===== src/rtl/pll_seq_pkg.sv =====
package pll_seq_pkg;
    localparam int CODE_W = 3;
    localparam int REF_W  = 6;
    localparam int OD_W   = 4;
    localparam int FB_W   = 13;
    localparam int BW_W   = 12;

    typedef enum logic [2:0] {
        ST_IDLE,
        ST_RST,
        ST_LOAD,
        ST_SETTLE,
        ST_LOCK
    } seq_st_e;

    typedef struct packed {
        logic [REF_W-1:0] ref_div;
        logic [OD_W-1:0]  out_div;
        logic [FB_W-1:0]  fb_div;
    } div_set_t;
endpackage


===== src/rtl/pll_div_table.sv =====
module pll_div_table
    import pll_seq_pkg::*;
(
    input  logic [CODE_W-1:0] code,
    output logic              valid,
    output div_set_t          divs
);
    always_comb begin
        valid = 1'b1;
        divs  = '0;
        case (code)
            CODE_W'(0): divs = '{ref_div: REF_W'(2), out_div: OD_W'(1), fb_div: FB_W'(25)};
            CODE_W'(1): divs = '{ref_div: REF_W'(9), out_div: OD_W'(2), fb_div: FB_W'(400)};
            CODE_W'(2): divs = '{ref_div: REF_W'(9), out_div: OD_W'(2), fb_div: FB_W'(500)};
            CODE_W'(3): divs = '{ref_div: REF_W'(3), out_div: OD_W'(1), fb_div: FB_W'(100)};
            default:    valid = 1'b0;
        endcase
    end
endmodule


===== src/rtl/pll_cycle_timer.sv =====
module pll_cycle_timer #(
    parameter int LIMIT = 500
) (
    input  logic clk,
    input  logic rst_n,
    input  logic run,
    output logic hit
);
    localparam int CNT_W = $clog2(LIMIT + 1);

    logic [CNT_W-1:0] cnt_d, cnt_q;

    always_comb begin
        cnt_d = run ? cnt_q + CNT_W'(1) : '0;
        hit   = run && (cnt_q == CNT_W'(LIMIT - 1));
    end

    always_ff @(posedge clk or negedge rst_n) begin
        if (!rst_n) cnt_q <= '0;
        else        cnt_q <= cnt_d;
    end
endmodule


===== src/rtl/pll_reprog_seq.sv =====
module pll_reprog_seq
    import pll_seq_pkg::*;
#(
    parameter int CLK_HZ       = 50_000_000,
    parameter int SETTLE_US    = 10,
    parameter int LOCK_TIMEOUT = 1000
) (
    input  logic              clk,
    input  logic              rst_n,
    input  logic              start,
    input  logic [CODE_W-1:0] freq_code,
    input  logic              bwadj_en,
    input  logic              pll_lock,
    output logic              mode_slow,
    output logic              pll_rst,
    output logic [REF_W-1:0]  ref_div_m1,
    output logic [OD_W-1:0]   out_div_m1,
    output logic [FB_W-1:0]   fb_div_m1,
    output logic [BW_W-1:0]   bwadj_m1,
    output logic              done,
    output logic              error
);
    localparam int SETTLE_CYC = (CLK_HZ / 1_000_000) * SETTLE_US;

    typedef struct packed {
        seq_st_e           st;
        logic [CODE_W-1:0] code;
        logic              bwen;
        logic              slow;
        logic              rst;
        logic [REF_W-1:0]  ref_m1;
        logic [OD_W-1:0]   od_m1;
        logic [FB_W-1:0]   fb_m1;
        logic [BW_W-1:0]   bw_m1;
        logic              done;
        logic              err;
    } seq_t;

    seq_t     s_d, s_q;
    logic     req_valid, cur_valid;
    div_set_t req_divs, cur_divs;
    logic     settle_hit, timeout_hit;
    logic [FB_W-1:0] fb_half;

    pll_div_table u_req_tbl (.code(freq_code), .valid(req_valid), .divs(req_divs));
    pll_div_table u_cur_tbl (.code(s_q.code),  .valid(cur_valid), .divs(cur_divs));

    pll_cycle_timer #(.LIMIT(SETTLE_CYC)) u_settle (
        .clk(clk), .rst_n(rst_n), .run(s_q.st == ST_SETTLE), .hit(settle_hit)
    );

    pll_cycle_timer #(.LIMIT(LOCK_TIMEOUT)) u_lock_to (
        .clk(clk), .rst_n(rst_n), .run((s_q.st == ST_LOCK) && !pll_lock), .hit(timeout_hit)
    );

    assign fb_half = cur_divs.fb_div >> 1;

    always_comb begin
        s_d      = s_q;
        s_d.done = 1'b0;
        s_d.err  = 1'b0;
        case (s_q.st)
            ST_IDLE: begin
                if (start) begin
                    if (req_valid) begin
                        s_d.code = freq_code;
                        s_d.bwen = bwadj_en;
                        s_d.slow = 1'b1;
                        s_d.st   = ST_RST;
                    end else begin
                        s_d.err = 1'b1;
                    end
                end
            end
            ST_RST: begin
                s_d.rst = 1'b1;
                s_d.st  = ST_LOAD;
            end
            ST_LOAD: begin
                if (cur_valid) begin
                    s_d.ref_m1 = cur_divs.ref_div - REF_W'(1);
                    s_d.od_m1  = cur_divs.out_div - OD_W'(1);
                    s_d.fb_m1  = cur_divs.fb_div - FB_W'(1);
                    if (s_q.bwen) s_d.bw_m1 = BW_W'(fb_half - FB_W'(1));
                end
                s_d.st = ST_SETTLE;
            end
            ST_SETTLE: begin
                if (settle_hit) begin
                    s_d.rst = 1'b0;
                    s_d.st  = ST_LOCK;
                end
            end
            ST_LOCK: begin
                if (pll_lock) begin
                    s_d.slow = 1'b0;
                    s_d.done = 1'b1;
                    s_d.st   = ST_IDLE;
                end else if (timeout_hit) begin
                    s_d.err = 1'b1;
                    s_d.st  = ST_IDLE;
                end
            end
            default: s_d.st = ST_IDLE;
        endcase
    end

    always_ff @(posedge clk or negedge rst_n) begin
        if (!rst_n) s_q <= '{st: ST_IDLE, default: '0};
        else        s_q <= s_d;
    end

    assign mode_slow  = s_q.slow;
    assign pll_rst    = s_q.rst;
    assign ref_div_m1 = s_q.ref_m1;
    assign out_div_m1 = s_q.od_m1;
    assign fb_div_m1  = s_q.fb_m1;
    assign bwadj_m1   = s_q.bw_m1;
    assign done       = s_q.done;
    assign error      = s_q.err;

    // Independent count of cycles spent in PLL reset, for the settle check.
    int unsigned rst_hi_cnt;
    always_ff @(posedge clk or negedge rst_n) begin
        if (!rst_n)       rst_hi_cnt <= 0;
        else if (pll_rst) rst_hi_cnt <= rst_hi_cnt + 1;
        else              rst_hi_cnt <= 0;
    end

    assert_rst_in_slow_R3: assert property (@(posedge clk) disable iff (!rst_n)
        pll_rst |-> mode_slow);

    assert_settle_len_R4: assert property (@(posedge clk) disable iff (!rst_n)
        $fell(pll_rst) |-> rst_hi_cnt == SETTLE_CYC + 1);

    assert_bw_only_on_load_R5: assert property (@(posedge clk) disable iff (!rst_n)
        !$stable(bwadj_m1) |-> ($past(s_q.st) == ST_LOAD) && $past(s_q.bwen));

    assert_bad_code_R6: assert property (@(posedge clk) disable iff (!rst_n)
        (s_q.st == ST_IDLE && start && freq_code > CODE_W'(3)) |=>
            error && $stable(mode_slow) && $stable(pll_rst) && $stable(fb_div_m1)
            && $stable(ref_div_m1) && $stable(out_div_m1));

    assert_done_normal_R7: assert property (@(posedge clk) disable iff (!rst_n)
        done |-> !mode_slow && !pll_rst && !error);

    assert_err_out_of_reset_R8: assert property (@(posedge clk) disable iff (!rst_n)
        error |-> !pll_rst && !done);
endmodule


===== config.mk =====
export PLATFORM = sky130hd
export DESIGN_NAME = pll_reprog_seq
export DESIGN_NICKNAME = d
export VERILOG_FILES = /design/src/rtl/pll_seq_pkg.sv /design/src/rtl/pll_div_table.sv /design/src/rtl/pll_cycle_timer.sv /design/src/rtl/pll_reprog_seq.sv
export SDC_FILE = /design/constraint.sdc
export NUM_CORES = 1
export LEC_CHECK = 0
export ABC_CLOCK_PERIOD_IN_PS = 2900
export BUFFER_PORTS_ARGS = -buffer_cell sky130_fd_sc_hd__buf_2
export CAP_MARGIN = 0
export CELL_PAD_IN_SITES_DETAIL_PLACEMENT = 1
export CELL_PAD_IN_SITES_GLOBAL_PLACEMENT = 1
export CORE_ASPECT_RATIO = 0.8
export CORE_UTILIZATION = 35
export DETAILED_ROUTE_END_ITERATION = 16
export PLACE_DENSITY_LB_ADDON = 0.3
export SYNTH_ARGS = -nofsm -noshare
export SYNTH_HDL_FRONTEND = slang
export SYNTH_HIERARCHICAL = 1
export SYNTH_SLANG_ARGS = --single-unit

===== constraint.sdc =====
create_clock -name clk -period 2.9 [get_ports clk]
set_clock_uncertainty 0.1 [all_clocks]
set_input_delay 0.145 -clock clk [delete_from_list [all_inputs] [get_ports clk]]
set_output_delay 0.145 -clock clk [all_outputs]
set_load 0.1 [all_outputs]

Word level (Yosys, flattened, before mapping)
Cells that the tools add are included.

Bits in registers: 65. Input port bits: 8. Output and inout bits: 39. Logic and storage cells: 75.

Add/subtract/negate cells: 6. Equal/unequal tests: 17. Mux-type cells: 22. Reduce and logical (&&, ||, !) cells: 17.

Operators by type and width (count): one-hot mux 21 bit (4 select lines) (1); == test 3 x 2 -> 1 bit, second input constant (6); 2-to-1 mux 8 bit (2); one-hot mux 3 bit (5 select lines) (1); subtractor 13 x 1 -> 13 bit, second input constant (1); subtractor 12 x 1 -> 12 bit, second input constant (1); adder 10 x 1 -> 10 bit, second input constant (1); == test 10 bit, second input constant (1); 2-to-1 mux 1 bit (10); 2-to-1 mux 10 bit (1); adder 9 x 1 -> 9 bit, second input constant (1); == test 3 x 1 -> 1 bit, second input constant (3); == test 9 bit, second input constant (1); zero test 3 bit (3); 2-to-1 mux 3 bit (3); 2-to-1 mux 9 bit (1); != test 2 bit, second input constant (4); AND reduction 4 bit (2); OR reduction 4 bit (2); one-hot mux 1 bit (2 select lines) (3); AND reduction 3 bit (2); subtractor 6 x 1 -> 6 bit, second input constant (1); AND reduction 2 bit (2); nonzero test 2 bit (2); other kinds (5) (7).

Longest topological paths before layout
Depth after elaboration: 6. Mapped depth: 10. Gate-level depth less buffers: 9.

Modules after synthesis
Netlist, hierarchy kept.

Modules (own cells, without submodules): pll_reprog_seq (instances 1, cells each 264, area an instance 2516.2 um2, sequential area each 1151.1 um2); pll_cycle_timer at u_lock_to (instances 1, cells each 47, area an instance 479.2 um2, sequential area each 250.2 um2); pll_cycle_timer at u_settle (instances 1, cells each 40, area an instance 431.7 um2, sequential area each 225.2 um2); pll_div_table (instances 2, cells each 27, area an instance 177.7 um2, sequential area each 0.0 um2).

Worst setup path before layout
Ideal clock, no wire load.

Path type: flip-flop to flip-flop. From: reg s_q[41] in the netlist's numbering. To: reg s_q, in the netlist fb_div_m1[12]. Setup time: 0.075 ns. Data arrival time: 1.938 ns. Required time: 2.725 ns. Path slack: 0.788 ns. Cell stages (with the launch flop): 8. Buffers on the path: 1. Clock period less this slack: 2.112 ns. Path through: dfrtp_1 xor2_1 and2_1 buf_4 or4_4 nor4_4 xnor2_1 o21ai_2.

RTL lines: start, declared (RTL line pll_reprog_seq.sv:39) `seq_t s_d, s_q;`; start signal, assigned (RTL line pll_reprog_seq.sv:109) `if (!rst_n) s_q <= '{st: ST_IDLE, default: '0};`; start signal, assigned (RTL line pll_reprog_seq.sv:110) `else s_q <= s_d;`.

==> out/summary.json <==
{
  "start_kind": "flop",
  "synth.yosys.warnings": 6,
  "critPathMaxFanout": 13,
  "filler_cell_count": 1129,
  "required_ps": 3040,
  "setup_viol_count_final": 0,
  "layout_worst_path_cycle_share_pct": 80.79,
  "clk_root_buffer_cell": "clkbuf_16",
  "die-width_um": 115.5,
  "number_of_global_route_vias_before_repair": 2548,
  "endpoint": "bwadj_m1[9]",
  "cts-htree-levels": 3,
  "timing.rr.end": "bwadj_m1[9]",
  "fmax_ghz": 0.4268,
  "drt_wl_total_um": 7476,
  "clk_path_buf_depth": 2,
  "remaining_max_slew_budget_at_the_tightest_pin_pct": 57.44,
  "design.portCount": 47,
  "first_pass_iters": 4,
  "critical-path-slowest-cell": "dfrtp_1",
  "r2r_slack_ps": 560,
  "clkSlewWorstSetupHoldPaths_ps": 50,
  "maximum_capacitance_violations": 0,
  "insertion_delay_ps": 330,
  "period_minus_slack_ps": 2343,
  "placement.io_buffers": 46,
  "hold_path_depth": 3,
  "row_count": 32,
  "run_status": "complete, no violations",
  "post-cts-setup-buffer-count": 0,
  "cts.sink_count": 65,
  "initial_utilization_pct": 36.79,
  "timing.setup.critical_path_class": "reg2reg",
  "number_of_cells_traversed_by_the_worst_register_to_register_path": 7,
  "avgViaCountPerCell": 4.642,
  "setup-tns-final_ps": 0,
  "unrepaired_setup_endpoints_after_global_routing": "false",
  "utilization_pct": 40.54,
  "num_vias": 2460,
  "drtIter0Drc": 88,
  "routabilityCongestion": 0.7875,
  "synthesis.area_per_instance_um2": 9.521,
  "max_slew.worst_pin.slew_ps": 636.8,
  "timing.final.hold_violations": 0,
  "worst_setup_path_end_kind": "flop",
  "dp_hpwl_um": 5451,
  "path_cells": "xor2_1 -> and2_1 -> buf_4 -> or3_1 -> nor3_1 -> xnor2_1 -> o21ai_1",
  "cts_tree": "built",
  "global_route.usage.total_pct": 16.13,
  "grt_antenna_before_repair": 0,
  "cts_repair_resize_count": 0,
  "ff_to_ff_start": "s_q[41]",
  "drtAntennaViolNets": 0,
  "max_slew_violations": 0,
  "antenna_cells_inserted": 0,
  "global_route_wire_length_before_repair_um": 13090,
  "drc": 0,
  "min_path_type": "in2reg",
  "syn_inst": 379,
  "critical_path.max_stage_delay_ps": 430,
  "grt_max_degree": 33,
  "dieArea_um2": 10720,
  "routedWlPerCell_um": 14.11,
  "cp-startpoint": "s_q[41]",
  "worst_ep_arrival_time_ps": 2490,
  "post_route_cells_drive_above_1_share_pct": 20.30,
  "placeableCoreArea_um2": 9809,
  "final.hold.worst_slack_ps": 39.73,
  "number_of_buffers_inserted_during_clock_tree_synthesis": 9,
  "flow.area_growth_from_synthesis_pct": 10.19,
  "fp.dieH_um": 92.82,
  "grt_remaining_overflow": 0,
  "design.final.nets": 408,
  "synth.cell_area_um2": 3608
}
## layout by cell type (no fill, tap or decap), types with 4 or more instances in the layout
cell	n
nor2b_1	4
xnor2_1	19
nand4_1	6
nor2_1	21
or3_1	6
inv_1	14
buf_2	46
xor2_1	14
or4_1	4
conb_1	10
dlygate4sd3_1	6
mux2_2	4
and2_1	6
dfrtp_1	65
nand3_1	10
ha_1	7
nand2b_1	4
nand2_1	41
o31ai_1	4
o21ai_0	30
buf_4	6
a21oi_1	11
clkbuf_16	9
nor3_1	10
## what timing repair did
action / 4_1_cts / 5_1_grt
setup endpoints to repair: 0 / 0
endpoints found under the hold margin: 27 / 0
hold buffers: 6 / 0
## final cells by class
type	instances	area (µm²)	area share, %
Timing Repair Buffer	58	335.3	8.433
Tap cell	136	170.2	4.279
Clock inverter	1	30.03	0.7552
Sequential cell	65	1627	40.91
Multi-Input combinational cell	245	1519	38.20
Inverter	14	52.55	1.322
Clock buffer	11	242.7	6.104
## worst min-delay path by stage
stage          startpoint                end  slack, ps
3_5_place_dp        rst_n  u_settle/cnt_q[6]         70
4_1_cts             start              error         30
5_1_grt             start          mode_slow         50
2_1_floorplan       rst_n        bwadj_m1[0]       -250
6_report            start              error         40
3_3_place_gp        rst_n  u_settle/cnt_q[7]         70
## registers in the layout, indices dropped and copies added, names as in the netlist
name,count
fb_div_m1,13
bwadj_m1,12
u_lock_to/cnt_q,10
u_settle/cnt_q,9
s_q,7
ref_div_m1,6
out_div_m1,4
done,1
error,1
mode_slow,1
pll_rst,1
## worst max-delay path, delay by kind of cell, from the launching register on
family,cells,cell delay (ps)
simple gates,3,1010
flops,1,430
xor+xnor,2,340
buf+inv,1,230
compound gates,1,150
## routing by layer
layer  routed length (µm)  part of all wire (%)  GRT usage, %  vias up
li1                     -                     -             -     1243
met1                 3852                    52         21.82     1171
met2                 3235                    43         23.75       42
met3                  340                   4.5         5.955        4
met4                   48                  0.64         4.870        0
met5                    0                     0             0        -
## stage by stage
stage	std cells	setup WS [ps]	cell area [µm²]
detailed placement	512	605.0	3643
global route	530	347.8	3976
CTS	530	506.7	3976
floorplan	388	787.7	3642
global placement	512	688.9	3643
finish	530	557.2	3976
Power is not shown: default switching activity piles up to over one toggle a cycle in this logic, so the estimate is an artifact.
